<file path="src/rtl/ipq_pkg.sv">
package ipq_pkg;
    localparam int unsigned IPQ_IW = 32;
    localparam int unsigned IPQ_AW = 16;

    typedef struct packed {
        logic              is_br;
        logic [IPQ_AW-1:0] target;
        logic [IPQ_IW-1:0] instr;
    } ipq_entry_t;

    typedef enum logic [1:0] {
        FOLD_NONE = 2'd0,
        FOLD_HEAD = 2'd1,
        FOLD_NEXT = 2'd2
    } fold_e;

    function automatic int unsigned ipq_wrap(input int unsigned v, input int unsigned depth);
        return (v >= depth) ? v - depth : v;
    endfunction
endpackage

</file>
<file path="src/rtl/ipq_store.sv">
module ipq_store
    import ipq_pkg::*;
#(
    parameter int unsigned DEPTH = 4,
    localparam int unsigned PW = (DEPTH > 1) ? $clog2(DEPTH) : 1
) (
    input  logic              clk,
    input  logic              wr_en,
    input  logic [PW-1:0]     wr_idx,
    input  ipq_entry_t        wr_data,
    input  logic [PW-1:0]     rd0_idx,
    input  logic [PW-1:0]     rd1_idx,
    output ipq_entry_t        rd0,
    output logic              rd1_br,
    output logic [IPQ_AW-1:0] rd1_tgt
);
    ipq_entry_t slot [DEPTH];

    for (genvar g = 0; g < DEPTH; g++) begin : g_slot
        always_ff @(posedge clk) begin
            if (wr_en && (wr_idx == PW'(g)))
                slot[g] <= wr_data;
        end
    end

    always_comb begin
        rd0     = slot[rd0_idx];
        rd1_br  = slot[rd1_idx].is_br;
        rd1_tgt = slot[rd1_idx].target;
    end
endmodule

</file>
<file path="src/rtl/ipq_ctrl.sv">
module ipq_ctrl
    import ipq_pkg::*;
#(
    parameter int unsigned DEPTH = 4,
    localparam int unsigned PW = (DEPTH > 1) ? $clog2(DEPTH) : 1,
    localparam int unsigned CW = $clog2(DEPTH + 1)
) (
    input  logic          clk,
    input  logic          rst,
    input  logic          fe_valid,
    input  logic          dc_ready,
    input  logic          head_br,
    input  logic          next_br,
    output logic [PW-1:0] head_idx,
    output logic [PW-1:0] next_idx,
    output logic [PW-1:0] tail_idx,
    output logic          wr_en,
    output logic          dc_valid,
    output logic          fe_ready,
    output fold_e         fold
);
    logic [PW-1:0] head_q;
    logic [CW-1:0] count_q;
    logic          have0, have1, pop;

    always_comb begin
        have0    = (count_q != '0);
        have1    = (count_q > CW'(1));
        head_idx = head_q;
        next_idx = PW'(ipq_wrap(int'(head_q) + 1, DEPTH));
        tail_idx = PW'(ipq_wrap(int'(head_q) + int'(count_q), DEPTH));
        if (have0 && head_br)
            fold = FOLD_HEAD;
        else if (have1 && next_br)
            fold = FOLD_NEXT;
        else
            fold = FOLD_NONE;
        dc_valid = have0 && !head_br;
        pop      = dc_valid && dc_ready;
        fe_ready = (count_q != CW'(DEPTH)) || pop || (fold != FOLD_NONE);
        wr_en    = fe_valid && fe_ready && (fold == FOLD_NONE);
    end

    always_ff @(posedge clk) begin
        if (rst) begin
            head_q  <= '0;
            count_q <= '0;
        end else begin
            case (fold)
                FOLD_HEAD: begin
                    head_q  <= next_idx;
                    count_q <= '0;
                end
                FOLD_NEXT: begin
                    head_q  <= pop ? next_idx : head_q;
                    count_q <= pop ? CW'(0) : CW'(1);
                end
                default: begin
                    head_q  <= pop ? next_idx : head_q;
                    count_q <= count_q + CW'(wr_en) - CW'(pop);
                end
            endcase
        end
    end

    // occupancy never exceeds the storage size
    a_r3_no_overflow: assert property (@(posedge clk) disable iff (rst)
        count_q <= CW'(DEPTH));

    // full queue with a write and a read stays full
    a_r4_full_swap: assert property (@(posedge clk) disable iff (rst)
        (count_q == CW'(DEPTH) && pop && fe_valid && fold == FOLD_NONE) |=> count_q == CW'(DEPTH));

    // the redirect lasts one cycle only
    a_r5_redir_pulse: assert property (@(posedge clk) disable iff (rst)
        (fold != FOLD_NONE) |=> (fold == FOLD_NONE));

    // folding a head branch empties the queue
    a_r5_head_flush: assert property (@(posedge clk) disable iff (rst)
        (fold == FOLD_HEAD) |=> (count_q == '0));

    // without a redirect, occupancy moves by at most one
    a_r2_step: assert property (@(posedge clk) disable iff (rst)
        (fold == FOLD_NONE) |=> (count_q == $past(count_q)) ||
                                (count_q == $past(count_q) + CW'(1)) ||
                                (count_q + CW'(1) == $past(count_q)));
endmodule

</file>
<file path="src/rtl/ipq_top.sv">
module ipq_top
    import ipq_pkg::*;
#(
    parameter int unsigned DEPTH = 4,
    localparam int unsigned PW = (DEPTH > 1) ? $clog2(DEPTH) : 1
) (
    input  logic              clk,
    input  logic              rst,
    input  logic              fe_valid,
    input  logic [IPQ_IW-1:0] fe_instr,
    input  logic              fe_is_br,
    input  logic [IPQ_AW-1:0] fe_target,
    output logic              fe_ready,
    output logic              dc_valid,
    output logic [IPQ_IW-1:0] dc_instr,
    input  logic              dc_ready,
    output logic              redir_valid,
    output logic [IPQ_AW-1:0] redir_target
);
    logic [PW-1:0]     head_idx, next_idx, tail_idx;
    logic              wr_en, rd1_br;
    logic [IPQ_AW-1:0] rd1_tgt;
    ipq_entry_t        wr_data, rd0;
    fold_e             fold;

    assign wr_data = '{is_br: fe_is_br, target: fe_target, instr: fe_instr};

    ipq_store #(.DEPTH(DEPTH)) u_store (
        .clk     (clk),
        .wr_en   (wr_en),
        .wr_idx  (tail_idx),
        .wr_data (wr_data),
        .rd0_idx (head_idx),
        .rd1_idx (next_idx),
        .rd0     (rd0),
        .rd1_br  (rd1_br),
        .rd1_tgt (rd1_tgt)
    );

    ipq_ctrl #(.DEPTH(DEPTH)) u_ctrl (
        .clk      (clk),
        .rst      (rst),
        .fe_valid (fe_valid),
        .dc_ready (dc_ready),
        .head_br  (rd0.is_br),
        .next_br  (rd1_br),
        .head_idx (head_idx),
        .next_idx (next_idx),
        .tail_idx (tail_idx),
        .wr_en    (wr_en),
        .dc_valid (dc_valid),
        .fe_ready (fe_ready),
        .fold     (fold)
    );

    always_comb begin
        dc_instr     = rd0.instr;
        redir_valid  = (fold != FOLD_NONE);
        redir_target = (fold == FOLD_HEAD) ? rd0.target : rd1_tgt;
    end

    // a stalled instruction is held for decode
    a_r8_hold: assert property (@(posedge clk) disable iff (rst)
        (dc_valid && !dc_ready) |=> (dc_valid && $stable(dc_instr)));
endmodule

</file>
<file path="config.mk">
export PLATFORM = sky130hd
export DESIGN_NAME = ipq_top
export DESIGN_NICKNAME = d
export VERILOG_FILES = /design/src/rtl/ipq_pkg.sv /design/src/rtl/ipq_store.sv /design/src/rtl/ipq_ctrl.sv /design/src/rtl/ipq_top.sv
export SDC_FILE = /design/constraint.sdc
export NUM_CORES = 1
export LEC_CHECK = 0
export BUFFER_PORTS_ARGS = -buffer_cell sky130_fd_sc_hd__buf_2
export CAP_MARGIN = 10
export CORE_UTILIZATION = 43
export DETAILED_ROUTE_END_ITERATION = 16
export GPL_ROUTABILITY_DRIVEN = 0
export HOLD_SLACK_MARGIN = 0.02
export PLACE_DENSITY_LB_ADDON = 0.2
export SETUP_SLACK_MARGIN = 0.5
export SYNTH_ARGS = -nofsm -noshare
export SYNTH_HDL_FRONTEND = slang
export SYNTH_HIERARCHICAL = 1
export SYNTH_SLANG_ARGS = --single-unit
</file>
<file path="constraint.sdc">
create_clock -name clk -period 7.2 [get_ports clk]
set_input_delay 2.16 -clock clk [delete_from_list [all_inputs] [get_ports clk]]
set_output_delay 2.16 -clock clk [all_outputs]
set_load 0.05 [all_outputs]
</file>
==> reports/qor.txt, run 1 <==
Status - finished clean
Overflow after GRT - 0
Tcrit/Tclk final - 74.7%
CP arrival - 3.22 ns
ANT cells - 0
Dpl cell area - 8940 um^2
Area contributors post-synth - edfxtp_1 72%, mux4_2 18%, mux2_4 1.8%, dfxtp_1 1.2%, mux2_2 0.82%
Total number of vias - 3846
Overall global routing resource usage - 15.7%
Synth cell types - 38
Clock Tree Buf Depth - 3
Synth area leader - edfxtp_1
Post-route DRC - 0
Reg clk slew, reported paths - 0.06 ns
Warnings, synthesis - 6
Layout cells sized above 1 - 49.6%
DIE HEIGHT - 140 um
Layout Nets - 521
Worst slew pin tran - 0.774 ns
Slew Limit Fails - 0
Vias in the first global route - 4384
Routed WL - 14900 um
Die ar. - 19600 um^2
Share of the synthesized area in the top cell type - 71.8%
Hold buffers post-CTS - 0
FF+latch count, synth - 201
Cells after Synth - 344
Setup-failing EPs final - 0
Total Neg Setup Slack - 0 ns
CP required - 5.04 ns
Area Growth Syn to Fin - 17.4%
MaxCap Viol Count - 0
Core ar. - 18700 um^2
PostCTS Resize Cnt - 0
Setup Skew - 0.00976 ns
TritonCTS clock tree - built
Initial antenna violation count - 2
Max Clock Freq - 186 MHz
Vias/cell - 5.40
DP HPWL - 8960 um
Num CTS Buffers - 22
Synthesized area per cell - 23.8 um^2
H-tree Lvls - 1
Period minus WS final - 5.38 ns
Clock Latency Late Sink - 0.49 ns
Core Rows - 50
Rel. slew slack - 48.4%
CP Class - register to output pin
First-pass GRT wire length - 23500 um
Final Cell Area - 9620 um^2
Initial core utilization - 43.8%
Ports - 104
Seq/Total Area, Yosys - 73.0%
# Post-CTS Setup Buffers - 0
Critical Path End Type - output pin
Post-DR wirelength/cell - 21.0 um
TritonRoute pass-1 iters - 4
Setup crit start kind - register
Port-buffer cells - 103
Clock Sinks - 201
Die X - 140 um
Final hold vios - 0
Worst min path class - register to register
Synth Cell Area - 8200 um^2
Crit Path Max Fanout - 22
Largest net degree at the start of global routing - 50
Syn_nets - 402
Number of routed nets with antenna violations - 0
Iter 0 DRT Violations - 181
RSZ-0062 raised after global routing - no
Root buffer cell - clkbuf_16
[state kept, by name, summed over array words and instances (netlist names)]
name             count
u_ctrl/head_idx      2
u_store/slot       196
u_ctrl/count_q       3
[worst paths after layout]
kind	start	depth (start not counted)	slack (ns)	endpoint
max reg2reg	u_ctrl/head_idx[0]$_SDFFE_PP0P_	6	3.76	u_store/slot[1][26]$_DFFE_PP_
max	u_ctrl/head_idx[1]$_SDFFE_PP0P_	6	1.82	redir_target[15]
min	u_ctrl/count_q[2]$_SDFF_PP0_	2	0.75	u_ctrl/count_q[0]$_SDFF_PP0_
min reg2reg	u_ctrl/count_q[2]$_SDFF_PP0_	2	0.75	u_ctrl/count_q[0]$_SDFF_PP0_
[metrics by stage]
stage / hold slack [ns] / std cells / utilization, % / setup WS [ns]
floorplan: 0.531 / 344 / - / 0.602
global placement: 0.738 / 673 / 47.8 / 2.21
detailed placement: 0.739 / 673 / 47.8 / 2.25
CTS: 0.745 / 712 / 51.4 / 1.76
global route: 0.778 / 712 / 51.4 / 1.61
finish: 0.745 / 712 / 51.4 / 1.82
[layer usage]
metal / track usage, % / routed length (um)
met1: 19.5 / 6160
met2: 27.3 / 7560
met3: 4.34 / 947
met4: 4.05 / 240
met5: 0 / 28
[synthesized netlist by cell type, drive strengths merged]
cell    instances
a21oi           2
or3             1
xor2            2
edfxtp        196
nor3            3
xnor2           3
nor2            4
mux2           16
nor2b           2
o32ai           1
clkbuf          1
fa              1
or2             1
buf            16
o221a           1
mux4           66
o21ai           1
o211a           1
dfxtp           5
and2            1
and3            1
nor3b           1
nand2b          1
nor4            1
inv             7
ha              4
nand4           1
and3b           2
nor4b           1
and2b           1
[kinds of logic (layout without fill, tap and decap cells)]
family | after synthesis | count (layout) | share of synthesized area [%]
compound gates | 6 | 6 | 0.641
mux | 82 | 82 | 20.9
buf+inv | 24 | 158 | 2.15
xor+xnor | 5 | 5 | 0.534
simple gates | 21 | 21 | 1.89
fa+ha+maj | 5 | 5 | 0.855
flops | 201 | 201 | 73.0
[cell type report]
cell class | count | area, um^2
Tap cell | 234 | 293
Inverter | 7 | 26.3
Fill cell | 1477 | 9080
Clock buffer | 25 | 583
Clock inverter | 14 | 96.3
Timing Repair Buffer | 112 | 583
Sequential cell | 201 | 5990
Multi-Input combinational cell | 119 | 2050
[critical path, cell delays in order, from the launching register on]
cell,delay (ns)
dfxtp_2,0.75
mux4_2,0.42
nor2b_2,0.27
nor2_1,0.12
nor2b_4,0.53
mux2_2,0.41
buf_2,0.21
[placed cells by master (no fill, tap or decap), types with 2 or more instances in the layout]
master	netlist	layout
mux4_2	64	64
mux2_2	6	6
and3b_2	0	2
xnor2_1	3	3
mux2_4	10	10
buf_4	5	9
mux4_1	2	2
nor3_1	2	2
buf_2	3	103
dfxtp_1	5	3
clkinvlp_4	0	2
a21oi_1	2	2
clkbuf_16	0	23
clkbuf_1	1	2
edfxtp_1	196	196
clkinv_1	0	6
nor2_1	4	4
clkinv_2	0	4
inv_1	7	7
ha_1	4	4
Power of run 1 is left out: the tool's default activity adds up to more than one toggle a clock period on the data nets, which glitch-free logic cannot reach.
==> run 2, diff against run 1 <==
Settings changed: ABC_AREA from default to 1.
Clock period 7.2 ns to 5.54 ns, I/O delays scaled along.
==> run 2 against run 1 <==
  * Core utilization decreased by 0.30 points
  * Critical endpoint unchanged
  * Synthesized cell count rose to 3.0 times the previous value
  * Area after synthesis grew 16%
  * First-iteration DRC count increased by 110%
  * Largest cell class unchanged
  * Register-to-register slack worse by 1.8 ns
  * Final cell count increased by 98%
  * Non-clock buffer count up 9
==> reports/qor.txt, run 2 <==
Status - finished clean (unchanged)
Total Neg Setup Slack - 0 ns (unchanged)
Reg clk slew, reported paths - 0.06 ns (about the same)
Area contributors post-synth - edfxtp_1 62%, nand2_1 14%, inv_1 8.4%, nand3_1 7.9%, buf_2 1.4% (was edfxtp_1 72%, mux4_2 18%, mux2_4 1.8%, dfxtp_1 1.2%, mux2_2 0.82%)
DR top layer - met5 (unchanged)
Post-synth EDFFs - 196 (unchanged)
# Post-CTS Setup Buffers - 0 (unchanged)
Worst min path class - register to register (unchanged)
Setup crit end - redir_target[15] (unchanged)
Synth cell types - 28 (was 38)
Slew Limit Fails - 0 (unchanged)
Area Growth Syn to Fin - 15.0% (was 17.4%)
Setup crit start kind - register (unchanged)
DIE HEIGHT - 151 um (was 140 um)
Commonest cells post-synth - 365 x nand2_1, 213 x inv_1, 196 x edfxtp_1 (was 196 x edfxtp_1, 64 x mux4_2, 10 x mux2_4)
Clock Latency Late Sink - 0.49 ns (about the same)
Warnings, synthesis - 6 (unchanged)
Core Rows - 53 (was 50)
Synthesized area per cell - 9.33 um^2 (was 23.8 um^2)
Synth Cell Area - 9490 um^2 (was 8200 um^2)
Vias/cell - 4.75 (was 5.40)
Clock Tree Buf Depth - 3 (unchanged)
CP required - 3.88 ns (was 5.04 ns)
CP Buf/Inv Count - 6 (was 1)
Post-route DRC - 0 (unchanged)
Worst slew pin tran - 0.957 ns (was 0.774 ns)
DR WL met2 - 9730 um (was 7560 um)
Overall global routing resource usage - 18.8% (was 15.7%)
DP HPWL - 12600 um (was 8960 um)
Worst R2R End - u_store/slot[0][35]$_DFFE_PP_ (was u_store/slot[1][26]$_DFFE_PP_)
Crit Path Max Fanout - 25 (was 22)
Largest register by flop count - u_store/slot (unchanged)
TritonRoute pass-1 iters - 5 (was 4)
Period minus WS final - 4.77 ns
Path depth of the worst reg2reg path - 14 (was 6)
Cells after Synth - 1017 (was 344)
Max reg flops - 196 (unchanged)
CP Class - register to output pin (unchanged)
Synth area leader - edfxtp_1 (unchanged)
FF+latch count, synth - 201 (unchanged)
Top Family by Delay on Critical Path - buffers and inverters (was simple AND/OR/NAND/NOR gates)
TritonCTS clock tree - built (unchanged)
Share of the synthesized area in the top cell type - 62.0% (was 71.8%)
Clock Sinks - 201 (unchanged)
Overflow after GRT - 0 (unchanged)
Tcrit/Tclk final - 86.1%
Setup Skew - 0.00966 ns (was 0.00976 ns)
Core ar. - 21400 um^2 (was 18700 um^2)
WHS - 0.748 ns (was 0.745 ns)
Worst setup path startpoint - u_ctrl/head_idx[0]$_SDFFE_PP0P_ (was u_ctrl/head_idx[1]$_SDFFE_PP0P_)
Root buffer cell - clkbuf_16 (unchanged)
Slowest cell on crit path - dfxtp_4 (was dfxtp_2)
Crit path largest cell delay - 0.52 ns (was 0.75 ns)
Hold buffers post-CTS - 0 (unchanged)
Num CTS Buffers - 23 (was 22)
Met3 routed WL - 1340 um (was 947 um)
Critical Path End Type - output pin (unchanged)
CP Cell Sequence - xor2_1 -> buf_4 -> inv_2 -> nand3_1 -> nand2_1 -> inv_1 -> nor2_1 -> inv_1 -> nor2_1 -> inv_4 -> nand2_8 -> nand2_1 -> nand2_1 -> buf_2 (was mux4_2 -> nor2b_2 -> nor2_1 -> nor2b_4 -> mux2_2 -> buf_2)
Pre-CTS setup slack - 1.27 ns (was 2.25 ns)
WP depth - 14 (was 6)
Port-buffer cells - 103 (unchanged)
Ports - 104 (unchanged)
Iter 0 DRT Violations - 387 (was 181)
Initial core utilization - 44.5% (was 43.8%)
Commonest non-fill, non-tap cell in the layout - nand2_1 (was edfxtp_1)
First-pass GRT wire length - 32400 um (was 23500 um)
Final hold vios - 0 (unchanged)
Layout cells sized above 1 - 15.4% (was 49.6%)
Die X - 151 um (was 140 um)
Setup ws final - 0.773 ns (was 1.82 ns)
Post-DR wirelength/cell - 14.5 um (was 21.0 um)
Setup-failing EPs final - 0 (unchanged)
Vias in the first global route - 6239 (was 4384)
Post-synth top flop - edfxtp_1 (unchanged)
Max Clock Freq - 210 MHz
Ys async rst share - 0% (unchanged)
R2R setup slack - 1.98 ns (was 3.76 ns)
Initial antenna violation count - 4 (was 2)
MaxCap Viol Count - 0 (unchanged)
Reg2reg start - u_ctrl/head_idx[0]$_SDFFE_PP0P_ (unchanged)
Largest net degree at the start of global routing - 79 (was 50)
Die ar. - 22700 um^2 (was 19600 um^2)
Number of routed nets with antenna violations - 0 (unchanged)
Total number of vias - 6699 (was 3846)
RSZ-0062 raised after global routing - no (unchanged)
CP arrival - 3.11 ns (was 3.22 ns)
H-tree Lvls - 1 (unchanged)
Layout Nets - 1175 (was 521)
Routed WL - 20500 um (was 14900 um)
Wl on met1 - 8990 um (was 6160 um)
Syn_nets - 1075 (was 402)
Rel. slew slack - 35.8% (was 48.4%)
FILL cells - 2000 (was 1477)
Top-count cell post-synth - nand2_1 (was edfxtp_1)
Commonest non-fill, non-tap cells in the layout - 365 x nand2_1, 213 x inv_1, 196 x edfxtp_1, 149 x nand3_1, 103 x buf_2 (was 196 x edfxtp_1, 103 x buf_2, 64 x mux4_2, 23 x clkbuf_16, 10 x mux2_4)
Top cell by count, worst path - nand2_1
PostCTS Resize Cnt - 0 (unchanged)
Seq/Total Area, Yosys - 63.1% (was 73.0%)
-- run 2: changes by cell type after synthesis, sizes merged, moves of 6 or more --
cell | previous run | this run
inv | 7 | 218
nor2 | 4 | 10
buf | 16 | 38
mux4 | 66 | 0
nand3 | 0 | 149
clkbuf | 1 | 8
mux2 | 16 | 0
nand2 | 0 | 374
-- run 2: worst min path at each step --
stage | startpoint | to | slack (ns) | depth (start not counted)
after floorplan | u_ctrl/head_idx[0]$_SDFFE_PP0P_ | u_ctrl/head_idx[0]$_SDFFE_PP0P_ | 0.55 | 3
after global placement | u_ctrl/count_q[2]$_SDFF_PP0_ | u_ctrl/count_q[0]$_SDFF_PP0_ | 0.75 | 5
after detailed placement | u_ctrl/count_q[2]$_SDFF_PP0_ | u_ctrl/count_q[0]$_SDFF_PP0_ | 0.73 | 5
after CTS | u_ctrl/count_q[2]$_SDFF_PP0_ | u_ctrl/count_q[0]$_SDFF_PP0_ | 0.75 | 5
after global routing | u_ctrl/count_q[2]$_SDFF_PP0_ | u_ctrl/count_q[1]$_SDFF_PP0_ | 0.80 | 5
final | u_ctrl/count_q[2]$_SDFF_PP0_ | u_ctrl/count_q[0]$_SDFF_PP0_ | 0.75 | 5
-- run 2: cell families (layout without fill, tap and decap cells) --
kind of cell	count (synthesis)	after routing	synth area share (%)
compound gates	2	2	0.145
xor+xnor	4	4	0.369
fa+ha+maj	5	5	0.738
buf+inv	264	380	11.7
flops	201	201	63.1
other cells	0	3	0
simple gates	541	541	24.0
-- run 2: layer usage --
layer,up-vias,global-route usage [%]
met4,2,5.70
met3,27,3.48
met2,194,31.4
met5,-,0
met1,3087,24.8
li1,3389,-
-- run 2: cell type report --
type | instances | area, um^2 | area share, %
diodes | 3 | 7.51 | 0.0688
clock buffers | 29 | 598 | 5.48
clock inverters | 12 | 85.1 | 0.779
inverters | 218 | 823 | 7.54
multi-input cells | 552 | 2420 | 22.2
flip-flops and latches | 201 | 5990 | 54.9
well taps | 275 | 344 | 3.15
repair buffers | 121 | 651 | 5.96
-- run 2: metrics by stage --
stage               cell area [um^2]  instances  utilization (%)
finish                         10900       1411             51.1
global route                   10900       1409             51.1
CTS                            10900       1408             51.1
detailed placement             10200       1367             47.9
global placement               10200       1367             47.9
floorplan                       9490       1017                -
-- run 2: worst min-delay path: stages, from the launching register on --
cell and delay, ns:
dfxtp_1 0.33, inv_1 0.07, nand2_2 0.11, nand2_4 0.06, nand4_1 0.07, o21ai_1 0.06
Power of run 2 is left out for the same reason.
==> run 3, diff against run 2 <==
Clock period 5.54 ns to 4.4 ns, I/O delays scaled along.
==> run 3 against run 2 <==
  * Final cell count is 0.14% higher
  * Worst setup slack worse by 0.13 ns
  * Non-clock buffer count up 5
  * Critical endpoint is now redir_target[14]
  * Largest cell class unchanged
  * Flip-flop and latch count unchanged
==> reports/qor.txt, run 3 (same netlist as run 2, synthesis figures left out) <==
Reg clk slew, reported paths - 0.06 ns (about the same)
Critical Path End Type - output pin (unchanged)
Clock Tree Buf Depth - 3 (unchanged)
Clock Latency Late Sink - 0.50 ns (was 0.49 ns)
CP Class - register to output pin (unchanged)
Ports - 104 (unchanged)
Crit path largest cell delay - 0.46 ns (was 0.52 ns)
Setup Skew - 0.0106 ns (was 0.00966 ns)
Vias/cell - 4.77 (was 4.75)
Iter 0 DRT Violations - 417 (was 387)
Crit Path Max Fanout - 41 (was 25)
Clock Sinks - 201 (unchanged)
Total Neg Setup Slack - 0 ns (unchanged)
CP Buf/Inv Count - 5 (was 6)
Final hold vios - 0 (unchanged)
RSZ-0062 raised after global routing - no (unchanged)
Total number of vias - 6733 (was 6699)
Routed WL - 21000 um (was 20500 um)
Largest register by flop count - u_store/slot (unchanged)
Area Growth Syn to Fin - 16.8% (was 15.0%)
Tcrit/Tclk final - 85.4%
Port-buffer cells - 103 (unchanged)
Root buffer cell - clkbuf_16 (unchanged)
Slew Limit Fails - 0 (unchanged)
Commonest non-fill, non-tap cells in the layout - 365 x nand2_1, 212 x inv_1, 196 x edfxtp_1, 149 x nand3_1, 87 x buf_2 (was 365 x nand2_1, 213 x inv_1, 196 x edfxtp_1, 149 x nand3_1, 103 x buf_2)
H-tree Lvls - 1 (unchanged)
Post-route DRC - 0 (unchanged)
Max reg flops - 196 (unchanged)
Num CTS Buffers - 22 (was 23)
Setup crit start kind - register (unchanged)
Vias in the first global route - 6437 (was 6239)
Period minus WS final - 3.76 ns
Setup-failing EPs final - 0 (unchanged)
Max Clock Freq - 266 MHz
Overall global routing resource usage - 19.2% (was 18.8%)
CP required - 3.08 ns (was 3.88 ns)
First-pass GRT wire length - 33400 um (was 32400 um)
Core ar. - 21400 um^2 (unchanged)
MaxCap Viol Count - 0 (unchanged)
Layout Nets - 1180 (was 1175)
Post-DR wirelength/cell - 14.9 um (was 14.5 um)
Overflow after GRT - 0 (unchanged)
Commonest non-fill, non-tap cell in the layout - nand2_1 (unchanged)
Largest net degree at the start of global routing - 55 (was 79)
TritonRoute pass-1 iters - 7 (was 5)
Core Rows - 53 (unchanged)
Die X - 151 um (unchanged)
Slowest cell on crit path - dfxtp_4 (unchanged)
Number of routed nets with antenna violations - 0 (unchanged)
Top Family by Delay on Critical Path - buffers and inverters (unchanged)
CP Cell Sequence - buf_16 -> inv_4 -> nand2_1 -> nand3_1 -> nand2_1 -> nand2_4 -> inv_1 -> buf_8 -> nand2_8 -> nand2_1 -> nand2_1 -> buf_6 (was xor2_1 -> buf_4 -> inv_2 -> nand3_1 -> nand2_1 -> inv_1 -> nor2_1 -> inv_1 -> nor2_1 -> inv_4 -> nand2_8 -> nand2_1 -> nand2_1 -> buf_2)
Die ar. - 22700 um^2 (unchanged)
Layout cells sized above 1 - 16.2% (was 15.4%)
Initial antenna violation count - 4 (unchanged)
Worst slew pin tran - 0.690 ns (was 0.957 ns)
Initial core utilization - 44.5% (unchanged)
Top cell by count, worst path - nand2_1 (unchanged)
CP arrival - 2.44 ns (was 3.11 ns)
Status - finished clean (unchanged)
Worst min path class - register to register (unchanged)
DIE HEIGHT - 151 um (unchanged)
TritonCTS clock tree - built (unchanged)
Rel. slew slack - 54.0% (was 35.8%)
DP HPWL - 12600 um (about the same)
[run 3: final timing paths]
path / from / slack [ns] / cells past startpoint / end
worst max-delay path: u_ctrl/head_idx[0]$_SDFFE_PP0P_ / 0.64 / 12 / redir_target[14]
worst min-delay path: u_ctrl/count_q[2]$_SDFF_PP0_ / 0.75 / 5 / u_ctrl/count_q[2]$_SDFF_PP0_
worst max register to register: u_ctrl/head_idx[1]$_SDFFE_PP0P_ / 1.41 / 6 / u_store/slot[2][40]$_DFFE_PP_
worst min register to register: u_ctrl/count_q[2]$_SDFF_PP0_ / 0.75 / 5 / u_ctrl/count_q[2]$_SDFF_PP0_
[run 3: timing repair]
action                                  in CTS  in global routing
buffers inserted                             2                  2
hold buffers                                 0                  0
gates cloned                                 0                  1
resized for setup                           26                 11
endpoints found under the setup margin      19                 17
pin swaps                                    1                  2
[run 3: metal layers]
layer	vias to the layer above	share of wire (%)	wire [um]	global-route usage, %
met5	-	0.17	36	0
met4	6	2.0	421	4.35
met3	37	7.1	1500	4.61
met2	197	48	10200	33.2
met1	3109	42	8920	24.5
li1	3384	-	-	-
[run 3: area by class of cell]
cell class | instances | area [um^2]
Clock inverter | 13 | 93.8
Timing Repair Buffer | 126 | 779
Fill cell | 1955 | 10300
Inverter | 218 | 832
Tap cell | 275 | 344
Antenna cell | 1 | 2.50
Sequential cell | 201 | 5990
Clock buffer | 26 | 566
Multi-Input combinational cell | 553 | 2480
[run 3: tightest hold or removal path, stage by stage, from the launching register on]
cell	delay [ns]
dfxtp_1	0.34
inv_1	0.07
nand2_2	0.11
nand2_4	0.06
nand2_2	0.08
nor3_1	0.04
[run 3: metrics by stage]
stage | cells | util [%] | instance area (um^2) | setup slack [ns] | hold WS, ns
floorplan | 1017 | - | 9510 | 0.105 | 0.549
global placement | 1368 | 48.1 | 10300 | 0.703 | 0.753
detailed placement | 1368 | 48.1 | 10300 | 0.653 | 0.741
CTS | 1409 | 51.6 | 11000 | 0.479 | 0.753
global route | 1412 | 51.9 | 11100 | 0.501 | 0.793
finish | 1413 | 51.9 | 11100 | 0.643 | 0.753
Power of run 3 is left out for the same reason.
